### config.mk
export PLATFORM = sky130hd
export DESIGN_NAME = multiload_loader
export DESIGN_NICKNAME = d
export VERILOG_FILES = /design/src/rtl/ldr_pkg.sv /design/src/rtl/ldr_sum8.sv /design/src/rtl/ldr_rec_walk.sv /design/src/rtl/ldr_page_stream.sv /design/src/rtl/multiload_loader.sv
export SDC_FILE = /design/constraint.sdc
export NUM_CORES = 1
export LEC_CHECK = 0
export BUFFER_PORTS_ARGS = -buffer_cell sky130_fd_sc_hd__buf_2
export CAP_MARGIN = 20
export CORE_UTILIZATION = 55
export DETAILED_ROUTE_END_ITERATION = 8
export PLACE_DENSITY_LB_ADDON = 0.12
export SLEW_MARGIN = 20
export SYNTH_ARGS = -nofsm -noshare
export SYNTH_HDL_FRONTEND = slang
export SYNTH_SLANG_ARGS = --single-unit
### constraint.sdc
create_clock -name clk_i -period 3.5 [get_ports clk_i]
set_input_delay 0.7 -clock clk_i [delete_from_list [all_inputs] [get_ports clk_i]]
set_output_delay 0.7 -clock clk_i [all_outputs]
set_load 0.03 [all_outputs]
### src/rtl/ldr_pkg.sv
package ldr_pkg;
  localparam logic [7:0] SUM_OK       = 8'h55;
  localparam int         OFS_COUNT    = 3;
  localparam int         OFS_LOADNUM  = 5;
  localparam int         HDR_SUM_LEN  = 8;
  localparam int         OFS_DESC     = 16;
  localparam int         OFS_PART     = 64;
  localparam logic [7:0] HOST_A0      = 8'hFE;
  localparam logic [7:0] HOST_A1      = 8'hFF;
  localparam logic [7:0] HOST_A2      = 8'h80;
  localparam logic [1:0] RO_BANK      = 2'b11;

  typedef enum logic [3:0] {
    ST_IDLE, ST_SCAN_RD, ST_SCAN_CHK, ST_HDR_RD, ST_HDR_CAP, ST_HDR_EVAL,
    ST_DSC_RD, ST_DSC_CAP, ST_PRT_RD, ST_PRT_CAP, ST_COPY, ST_PG_EVAL,
    ST_HOST, ST_MISS, ST_FIN
  } ldr_state_e;
endpackage

### src/rtl/ldr_sum8.sv
module ldr_sum8 #(
  parameter logic [7:0] TARGET = 8'h55
) (
  input  logic       clk_i,
  input  logic       rst_ni,
  input  logic       load_i,
  input  logic [7:0] init_i,
  input  logic       add_i,
  input  logic [7:0] val_i,
  output logic       ok_o
);
  logic [7:0] sum_q;

  always_ff @(posedge clk_i or negedge rst_ni) begin
    if (!rst_ni)     sum_q <= '0;
    else if (load_i) sum_q <= init_i;
    else if (add_i)  sum_q <= sum_q + val_i;
  end

  assign ok_o = (sum_q == TARGET);
endmodule

### src/rtl/ldr_rec_walk.sv
module ldr_rec_walk #(
  parameter int REC_BYTES = 8448,
  parameter int STORE_AW  = 17,
  parameter int CNT_W     = 4
) (
  input  logic                clk_i,
  input  logic                rst_ni,
  input  logic                clr_i,
  input  logic                step_i,
  input  logic [CNT_W-1:0]    limit_i,
  output logic [STORE_AW-1:0] base_o,
  output logic                last_o
);
  logic [CNT_W-1:0]    idx_q;
  logic [STORE_AW-1:0] base_q;

  always_ff @(posedge clk_i or negedge rst_ni) begin
    if (!rst_ni) begin
      idx_q  <= '0;
      base_q <= '0;
    end else if (clr_i) begin
      idx_q  <= '0;
      base_q <= '0;
    end else if (step_i) begin
      idx_q  <= idx_q + 1'b1;
      base_q <= base_q + STORE_AW'(REC_BYTES);
    end
  end

  assign base_o = base_q;
  assign last_o = (({1'b0, idx_q} + 1'b1) == {1'b0, limit_i});
endmodule

### src/rtl/ldr_page_stream.sv
module ldr_page_stream #(
  parameter int PAGE_AW  = 8,
  parameter int STORE_AW = 17,
  parameter int RAM_AW   = 13
) (
  input  logic                clk_i,
  input  logic                rst_ni,
  input  logic                go_i,
  input  logic [STORE_AW-1:0] src_i,
  input  logic [RAM_AW-1:0]   dst_i,
  input  logic                wr_ok_i,
  input  logic [7:0]          data_i,
  output logic                rd_o,
  output logic [STORE_AW-1:0] rd_addr_o,
  output logic                byte_vld_o,
  output logic                last_o,
  output logic                ram_we_o,
  output logic [RAM_AW-1:0]   ram_addr_o,
  output logic [7:0]          ram_wdata_o
);
  logic                run_q, vld_q, ok_q;
  logic [PAGE_AW-1:0]  idx_q, rx_idx_q;
  logic [STORE_AW-1:0] src_q;
  logic [RAM_AW-1:0]   dst_q;

  always_ff @(posedge clk_i or negedge rst_ni) begin
    if (!rst_ni) begin
      run_q <= 1'b0;
      idx_q <= '0;
      src_q <= '0;
      dst_q <= '0;
      ok_q  <= 1'b0;
    end else if (go_i) begin
      run_q <= 1'b1;
      idx_q <= '0;
      src_q <= src_i;
      dst_q <= dst_i;
      ok_q  <= wr_ok_i;
    end else if (run_q) begin
      idx_q <= idx_q + 1'b1;
      if (&idx_q) run_q <= 1'b0;
    end
  end

  // read data returns one cycle after the strobe
  always_ff @(posedge clk_i or negedge rst_ni) begin
    if (!rst_ni) begin
      vld_q    <= 1'b0;
      rx_idx_q <= '0;
    end else begin
      vld_q    <= run_q;
      rx_idx_q <= idx_q;
    end
  end

  assign rd_o        = run_q;
  assign rd_addr_o   = src_q + STORE_AW'(idx_q);
  assign byte_vld_o  = vld_q;
  assign last_o      = vld_q && (&rx_idx_q);
  assign ram_we_o    = vld_q && ok_q;
  assign ram_addr_o  = dst_q + RAM_AW'(rx_idx_q);
  assign ram_wdata_o = data_i;
endmodule

### src/rtl/multiload_loader.sv
module multiload_loader
  import ldr_pkg::*;
#(
  parameter int MAX_LOADS  = 8,
  parameter int PAGE_BYTES = 256,
  parameter int DATA_PAGES = 32,
  localparam int PAGE_AW   = $clog2(PAGE_BYTES),
  localparam int REC_BYTES = (DATA_PAGES + 1) * PAGE_BYTES,
  localparam int STORE_AW  = $clog2(MAX_LOADS * REC_BYTES),
  localparam int CNT_W     = $clog2(MAX_LOADS + 1),
  localparam int RAM_AW    = PAGE_AW + 5
) (
  input  logic                clk_i,
  input  logic                rst_ni,
  input  logic                start_i,
  input  logic [7:0]          load_num_i,
  input  logic [CNT_W-1:0]    num_loads_i,
  output logic                store_rd_o,
  output logic [STORE_AW-1:0] store_addr_o,
  input  logic [7:0]          store_data_i,
  output logic                ram_we_o,
  output logic [RAM_AW-1:0]   ram_addr_o,
  output logic [7:0]          ram_wdata_o,
  output logic                host_we_o,
  output logic [7:0]          host_addr_o,
  output logic [7:0]          host_wdata_o,
  output logic                busy_o,
  output logic                done_o,
  output logic                hdr_warn_o,
  output logic                page_warn_o,
  output logic                miss_o
);
  localparam int HDR_OFS = DATA_PAGES * PAGE_BYTES;
  localparam int PG_W    = $clog2(DATA_PAGES + 1);

  ldr_state_e         st_q;
  logic [7:0]         want_q;
  logic [CNT_W-1:0]   lim_q, lim_in;
  logic [2:0]         hidx_q;
  logic [PG_W-1:0]    pg_j_q, pg_cnt_q, cnt_in;
  logic [7:0]         hb0_q, hb1_q, hb2_q, desc_q;
  logic [1:0]         host_idx_q;
  logic               hwarn_q, pwarn_q, miss_q;

  logic [STORE_AW-1:0] rec_base, hdr_base, cp_addr, cp_src;
  logic [RAM_AW-1:0]   cp_dst;
  logic                rec_last, accept;
  logic                hsum_ok, psum_ok;
  logic                cp_rd, cp_vld, cp_last;

  assign accept   = (st_q == ST_IDLE) && start_i;
  assign lim_in   = (num_loads_i > CNT_W'(MAX_LOADS)) ? CNT_W'(MAX_LOADS) : num_loads_i;
  assign cnt_in   = (store_data_i > 8'(DATA_PAGES)) ? PG_W'(DATA_PAGES) : PG_W'(store_data_i);
  assign hdr_base = rec_base + STORE_AW'(HDR_OFS);
  assign cp_src   = rec_base + STORE_AW'({pg_j_q, {PAGE_AW{1'b0}}});
  assign cp_dst   = {desc_q[1:0], desc_q[4:2], {PAGE_AW{1'b0}}};

  ldr_rec_walk #(
    .REC_BYTES(REC_BYTES), .STORE_AW(STORE_AW), .CNT_W(CNT_W)
  ) i_walk (
    .clk_i   (clk_i),
    .rst_ni  (rst_ni),
    .clr_i   (accept),
    .step_i  ((st_q == ST_SCAN_CHK) && (store_data_i != want_q) && !rec_last),
    .limit_i (lim_q),
    .base_o  (rec_base),
    .last_o  (rec_last)
  );

  ldr_sum8 #(.TARGET(SUM_OK)) i_hdr_sum (
    .clk_i  (clk_i),
    .rst_ni (rst_ni),
    .load_i (accept),
    .init_i (8'h00),
    .add_i  (st_q == ST_HDR_CAP),
    .val_i  (store_data_i),
    .ok_o   (hsum_ok)
  );

  ldr_sum8 #(.TARGET(SUM_OK)) i_page_sum (
    .clk_i  (clk_i),
    .rst_ni (rst_ni),
    .load_i (st_q == ST_PRT_CAP),
    .init_i (desc_q + store_data_i),
    .add_i  (cp_vld),
    .val_i  (store_data_i),
    .ok_o   (psum_ok)
  );

  ldr_page_stream #(
    .PAGE_AW(PAGE_AW), .STORE_AW(STORE_AW), .RAM_AW(RAM_AW)
  ) i_stream (
    .clk_i       (clk_i),
    .rst_ni      (rst_ni),
    .go_i        (st_q == ST_PRT_CAP),
    .src_i       (cp_src),
    .dst_i       (cp_dst),
    .wr_ok_i     (desc_q[1:0] != RO_BANK),
    .data_i      (store_data_i),
    .rd_o        (cp_rd),
    .rd_addr_o   (cp_addr),
    .byte_vld_o  (cp_vld),
    .last_o      (cp_last),
    .ram_we_o    (ram_we_o),
    .ram_addr_o  (ram_addr_o),
    .ram_wdata_o (ram_wdata_o)
  );

  always_ff @(posedge clk_i or negedge rst_ni) begin
    if (!rst_ni) begin
      st_q       <= ST_IDLE;
      want_q     <= '0;
      lim_q      <= '0;
      hidx_q     <= '0;
      pg_j_q     <= '0;
      pg_cnt_q   <= '0;
      hb0_q      <= '0;
      hb1_q      <= '0;
      hb2_q      <= '0;
      desc_q     <= '0;
      host_idx_q <= '0;
      hwarn_q    <= 1'b0;
      pwarn_q    <= 1'b0;
      miss_q     <= 1'b0;
    end else begin
      unique case (st_q)
        ST_IDLE: if (start_i) begin
          want_q  <= load_num_i;
          lim_q   <= lim_in;
          hwarn_q <= 1'b0;
          pwarn_q <= 1'b0;
          miss_q  <= 1'b0;
          st_q    <= (lim_in == '0) ? ST_MISS : ST_SCAN_RD;
        end
        ST_SCAN_RD:  st_q <= ST_SCAN_CHK;
        ST_SCAN_CHK: begin
          if (store_data_i == want_q) begin
            hidx_q <= '0;
            st_q   <= ST_HDR_RD;
          end else if (rec_last) st_q <= ST_MISS;
          else                   st_q <= ST_SCAN_RD;
        end
        ST_HDR_RD:  st_q <= ST_HDR_CAP;
        ST_HDR_CAP: begin
          case (hidx_q)
            3'd0:              hb0_q    <= store_data_i;
            3'd1:              hb1_q    <= store_data_i;
            3'd2:              hb2_q    <= store_data_i;
            3'(OFS_COUNT):     pg_cnt_q <= cnt_in;
            default: ;
          endcase
          hidx_q <= hidx_q + 1'b1;
          st_q   <= (hidx_q == 3'(HDR_SUM_LEN - 1)) ? ST_HDR_EVAL : ST_HDR_RD;
        end
        ST_HDR_EVAL: begin
          hwarn_q    <= !hsum_ok;
          pg_j_q     <= '0;
          host_idx_q <= '0;
          st_q       <= (pg_cnt_q == '0) ? ST_HOST : ST_DSC_RD;
        end
        ST_DSC_RD:  st_q <= ST_DSC_CAP;
        ST_DSC_CAP: begin
          desc_q <= store_data_i;
          st_q   <= ST_PRT_RD;
        end
        ST_PRT_RD:  st_q <= ST_PRT_CAP;
        ST_PRT_CAP: st_q <= ST_COPY;
        ST_COPY:    if (cp_last) st_q <= ST_PG_EVAL;
        ST_PG_EVAL: begin
          if (!psum_ok) pwarn_q <= 1'b1;
          pg_j_q <= pg_j_q + 1'b1;
          st_q   <= ((pg_j_q + 1'b1) == pg_cnt_q) ? ST_HOST : ST_DSC_RD;
        end
        ST_HOST: begin
          host_idx_q <= host_idx_q + 1'b1;
          if (host_idx_q == 2'd2) st_q <= ST_FIN;
        end
        ST_MISS: begin
          miss_q <= 1'b1;
          st_q   <= ST_FIN;
        end
        ST_FIN:  st_q <= ST_IDLE;
        default: st_q <= ST_IDLE;
      endcase
    end
  end

  always_comb begin
    store_rd_o   = 1'b0;
    store_addr_o = '0;
    unique case (st_q)
      ST_SCAN_RD: begin
        store_rd_o   = 1'b1;
        store_addr_o = hdr_base + STORE_AW'(OFS_LOADNUM);
      end
      ST_HDR_RD: begin
        store_rd_o   = 1'b1;
        store_addr_o = hdr_base + STORE_AW'(hidx_q);
      end
      ST_DSC_RD: begin
        store_rd_o   = 1'b1;
        store_addr_o = hdr_base + STORE_AW'(OFS_DESC) + STORE_AW'(pg_j_q);
      end
      ST_PRT_RD: begin
        store_rd_o   = 1'b1;
        store_addr_o = hdr_base + STORE_AW'(OFS_PART) + STORE_AW'(pg_j_q);
      end
      ST_COPY: begin
        store_rd_o   = cp_rd;
        store_addr_o = cp_addr;
      end
      default: ;
    endcase
  end

  always_comb begin
    host_we_o    = (st_q == ST_HOST);
    host_addr_o  = HOST_A0;
    host_wdata_o = hb0_q;
    if (host_idx_q == 2'd1) begin
      host_addr_o  = HOST_A1;
      host_wdata_o = hb1_q;
    end else if (host_idx_q == 2'd2) begin
      host_addr_o  = HOST_A2;
      host_wdata_o = hb2_q;
    end
  end

  assign busy_o      = (st_q != ST_IDLE) && (st_q != ST_FIN);
  assign done_o      = (st_q == ST_FIN);
  assign hdr_warn_o  = hwarn_q;
  assign page_warn_o = pwarn_q;
  assign miss_o      = miss_q;
endmodule

==> Yosys cells after proc, flatten, opt, wreduce, memory -nomap -nowiden <==
Index checks and enable logic that the tools add are counted.
{ "op_classes": {"n_addsub": 20, "n_lt_le_gt_ge": 2, "n_eq_ne": 33, "n_mux": 40, "n_reduce_logical": 36} }
{ "op_table": {"columns": ["op", "n"], "rows": [
  ["one-hot mux 17 bit (5 select lines)", 1],
  ["two-way mux 8 bit", 8],
  ["one-hot mux 4 bit (14 select lines)", 1],
  ["two-way mux 4 bit", 11],
  ["adder 17 x 14 -> 17 bit (second input constant)", 2],
  ["adder 17 x 6 -> 17 bit", 2],
  ["two-way mux 17 bit", 2],
  ["equality test 4 bit (second input constant)", 7],
  ["adder 8 bit", 3],
  ["nonzero test 2 bit", 10],
  ["adder 17 x 14 -> 17 bit", 1],
  ["adder 17 x 3 -> 17 bit", 1],
  ["adder 17 x 3 -> 17 bit (second input constant)", 1],
  ["adder 17 x 5 -> 17 bit (second input constant)", 1],
  ["adder 17 x 7 -> 17 bit (second input constant)", 1],
  ["adder 17 x 8 -> 17 bit", 1],
  ["equality test 4 x 3 -> 1 bit (second input constant)", 4],
  ["equality test 8 x 7 -> 1 bit (second input constant)", 2],
  ["AND reduction 2 bit", 8],
  ["AND reduction 8 bit", 2],
  ["two-way mux 7 bit", 2],
  ["adder 13 x 8 -> 13 bit", 1],
  ["one-hot mux 6 bit (2 select lines)", 1],
  ["adder 8 x 1 -> 8 bit (second input constant)", 1],
  ["35 further kinds", 57]
]} }
{ "totals": {"register_bits": 146, "input_bits": 23, "out_inout_bits": 62, "word_cells": 156} }

==> Longest topological paths before layout <==
{ "depth": {"depth_word": 6, "depth_mapped": 15, "ltp_nobuf": 13} }

==> Cells and area by module <==
Synthesis repeated with hierarchy kept, for this count alone.
{ "hier_totals": {"hier_cells": 1206, "hier_area_um2": 11075.6} }
{ "by_module_without_submodules": {"columns": ["module", "instances", "cells_per_inst", "area_each_um2", "seq_area_each_um2"], "rows": [
  ["multiload_loader", 1, 677, 5834.3, 1701.6],
  ["ldr_page_stream", 1, 274, 2949.1, 1226.2],
  ["ldr_sum8", 2, 86, 755.7, 200.2],
  ["ldr_rec_walk", 1, 83, 780.7, 325.3]
]} }

==> Worst setup path after synthesis <==
No wires, ideal clock.
{ "synth_path": {"kind": "register to output", "from": "register st_q[1]", "to": "output port store_addr_o[15]", "arrival_ns": 2.070, "required_ns": 2.800, "path_slack_ns": 0.730, "path_stages_with_launch": 8, "n_path_buf": 1, "cell_sequence": "dfrtp_1 > buf_6 > inv_1 > nor2_1 > mux2i_1 > o21ai_0 > inv_1 > o21ai_0"} }
{ "synth_via": {"elab_chain_cells": 2, "elab_cells_between_ends": 6, "cone_classes": "5 x eq/ne; 1 x mux"} }
{ "synth_lines": {"columns": ["item", "line", "rtl"], "rows": [
  ["start: declaration", "multiload_loader.sv:36", "ldr_state_e st_q;"],
  ["start signal: assignment", "multiload_loader.sv:133", "st_q <= (lim_in == '0) ? ST_MISS : ST_SCAN_RD;"],
  ["start signal: assignment", "multiload_loader.sv:153", "st_q <= (hidx_q == 3'(HDR_SUM_LEN - 1)) ? ST_HDR_EVAL : ST_HDR_RD;"],
  ["start signal: assignment", "multiload_loader.sv:159", "st_q <= (pg_cnt_q == '0) ? ST_HOST : ST_DSC_RD;"],
  ["equality test 4 bit, or another cell as far along", "multiload_loader.sv:191", "unique case (st_q)"],
  ["one-hot mux 17 bit (5 select lines) *", "multiload_loader.sv:191", null],
  ["end: declaration", "multiload_loader.sv:19", "output logic [STORE_AW-1:0] store_addr_o,"]
]} }
Every way passes the cells marked *; elsewhere a longest branch is shown, timed or not.

==> Final worst setup path <==
{ "layout_path": {"from": "register st_q[1]", "to": "output port store_addr_o[13]"} }
The elaborated chain is that of the path after synthesis.

==> impl_metrics.json <==
{
  "clkTransAtPathRegs_ps": 60,
  "dieArea_sq_mm": 0.0141,
  "status": "completed",
  "setup-violations-final": 0,
  "cts_tree": "built",
  "ys_async_sr_fraction": 1.00,
  "worst-path-stages": 7,
  "max_slew_margin": 0.475,
  "crit_chain": "inv_1 -> nor2_1 -> mux2i_1 -> o21ai_0 -> inv_1 -> o21ai_0 -> buf_2",
  "gp_congestion": 0.918,
  "antenna_left": 0,
  "row_count": 42,
  "arrival_ps": 2620,
  "synthToLayoutAreaGrowth_pct": 14.9,
  "rsz0062_at_grt": "no",
  "finalHoldViolations": 0,
  "ys.flop_type": "dfrtp_1",
  "drt-initial-drc-count": 420,
  "finalSetupTns_ps": 0,
  "critPathSlowestCell": "o21ai_0",
  "hold_class": "input port to asynchronous set/reset pin",
  "core_sq_mm": 0.0133,
  "first_pass_iters": 5,
  "period_needed_ps": 3320,
  "diodes": 0,
  "multi_input_area_sq_mm": 0.00391,
  "start_util": 0.565,
  "drive_gt1_frac": 0.192,
  "drv_cap": 0,
  "cp_max_fo": 7,
  "io-pin-count": 85,
  "antenna_found_initial": 0,
  "routed_via_density": 5.78,
  "wl_um": 17900,
  "cp.required_ps": 2800,
  "io_buffers": 83,
  "min_period_over_period": 0.949,
  "synth_edf_count": 0,
  "grt_overflow_total": 0,
  "clock_latency_ps": 420,
  "worst_slew_pin_slew_ps": 788,
  "grt_pass1_vias": 6085,
  "yosysUniqueCellTypes": 66,
  "path_buf_inv": 3,
  "seqCellArea_sq_mm": 0.00325,
  "synth_top_family_by_area": "simple AND/OR/NAND/NOR gates",
  "synth_area_sq_mm": 0.00752,
  "startpoint_type": "flop",
  "cts_made_buffers": 17,
  "grt_max_degree": 62,
  "vias": 6107,
  "synthAdderAreaFrac": 0.0772,
  "ff2ff_path_depth": 13,
  "post_cts_buffers": 0,
  "path_delay_family": "compound AO/OA/AOI/OAI gates",
  "holdBufCountCts": 0,
  "synth_xor_area_frac": 0.0618,
  "post_cts_resized": 0,
  "place_inst": 1026,
  "cpPeakStageDelay_ps": 530,
  "ys_warn_count": 0,
  "fillers": 1078,
  "gr-usage-all-layers": 0.273,
  "instances_no_fill": 1057,
  "leakage_nw": 4.03,
  "seq_area_frac_synth": 0.433,
  "clk_path_buf_depth": 2,
  "place_hpwl_um": 12700,
  "die_w_um": 119,
  "die_h_um": 119,
  "synthMuxAreaShare": 0.0609,
  "critPathCaptureType": "output pin",
  "detail_route.drc_violations": 0,
  "cts-root-buf": "clkbuf_16",
  "final_cell_mix": "nand2_1, dfrtp_1, buf_2, o21ai_0, nor2_1",
  "syn_inst": 796,
  "p_per_area_mw_per_mm2": 470,
  "avgSynthCellArea_sq_um": 9.44,
  "fin_nets": 936,
  "ys_ff_latch": 130,
  "drv_slew": 0,
  "synthSimpleGateAreaFrac": 0.174,
  "worst_clock_skew_ps": 5.48,
  "crit_type": "flop to output pin",
  "wl_per_cell_um": 16.9,
  "synth-compound-area-share": 0.143,
  "fmax_mhz": 301,
  "layout_commonest_cell": "nand2_1",
  "htreeDepth": 4,
  "clock_sinks": 130,
  "vdd_ir_drop_max_v": 0.000351,
  "grt_pass1_wl_um": 30200
}
==> worst reg2reg max path, delay by kind of cell (launching register included) <==
family | cells | cell delay, ps
compound gates | 4 | 580
xor+xnor | 1 | 170
fa+ha+maj | 2 | 620
flops | 1 | 450
simple gates | 6 | 1060
==> per-layer routing <==
metal	wire length, um	share of wire	vias to the layer above	global-route usage
met5	0	0	-	0
met4	345	0.019	0	0.0957
met3	919	0.051	36	0.0594
met2	9040	0.51	205	0.473
met1	7590	0.42	2960	0.335
li1	-	-	2906	-
==> power by group <==
part / total [mW] / leakage (nW) / internal, mW / switching (mW)
Combinational: 0.561 / 2.12 / 0.235 / 0.326
Clock: 1.85 / 0.305 / 1.21 / 0.643
Sequential: 1.64 / 1.61 / 1.59 / 0.0556
==> flip-flops by register name, summed over array words and instances, names as in the netlist, 8 cells and up <==
register and cells:
i_stream.src_q 9, i_walk.base_o 9, desc_q 8, hb0_q 8
hb1_q 8, hb2_q 8, i_hdr_sum.sum_q 8, i_page_sum.sum_q 8
i_stream.idx_q 8, i_stream.rx_idx_q 8, want_q 8
==> synthesized netlist by cell type, types with 4 or more instances <==
cell,number,area [sq um]
inv_1,32,120
ha_1,40,500
o211ai_1,5,37.5
buf_1,4,15.0
o21ai_0,68,340
nand2b_1,6,37.5
mux2_2,30,338
mux2i_1,12,120
nor3_1,8,40.0
a21oi_1,34,170
nor4_1,5,31.3
o31ai_1,8,60.1
nand3_1,25,125
fa_1,4,80.1
nand2_1,139,522
dfrtp_1,130,3250
buf_2,9,45.0
nor2b_1,6,37.5
xnor2_1,25,219
a31oi_1,4,25.0
buf_4,14,105
and3_1,8,50.1
nand4_1,6,37.5
nor2_1,49,184
xor2_1,28,245
or3_1,6,37.5
o22ai_1,4,25.0
a22o_1,12,105
clkbuf_1,14,52.6
==> cell type report <==
cell class	count	area share
Timing Repair Buffer	94	0.0594
Clock buffer	23	0.0577
Inverter	32	0.0139
Sequential cell	130	0.377
Tap cell	176	0.0255
Multi-Input combinational cell	594	0.452
Clock inverter	8	0.0145
==> through the flow <==
stage               total power [mW]   util  setup WS (ps)  area, sq um  hold slack (ps)
finish                          4.05  0.650            178         8640              294
floorplan                       2.05      -            730         7530              352
CTS                             4.07  0.650            205         8640              317
global placement                2.18  0.603            714         8010              427
global route                    4.21  0.650          0.795         8640              341
detailed placement              2.22  0.603            555         8010              438
==> worst paths after layout <==
kind / from / to / slack, ps
max in group asynchronous: rst_ni / i_walk.idx_q[2]$_DFFE_PN0P_ / 2420
min: rst_ni / i_stream.rx_idx_q[2]$_DFF_PN0_ / 290
max reg2reg: st_q[1]$_DFFE_PN0P_ / i_page_sum.sum_q[6]$_DFFE_PN0P_ / 500
max: st_q[1]$_DFFE_PN0P_ / store_addr_o[13] / 180
min in group clk_i: i_stream.idx_q[6]$_DFFE_PN0P_ / i_stream.rx_idx_q[6]$_DFF_PN0_ / 460
min reg2reg: i_stream.idx_q[6]$_DFFE_PN0P_ / i_stream.rx_idx_q[6]$_DFF_PN0_ / 460
==> cells by family (layout without fill, tap and decap cells) <==
logic type,count (synthesis),after routing
xor gates and xnor gates,53,53
buffers and inverters,76,157
and+or+nand+nor,281,281
DFF,130,130
AOI/OAI and AO/OA,168,168
muxes,42,42
other,2,6
adders and majority gates,44,44
Power figures use the tool's default switching activity.
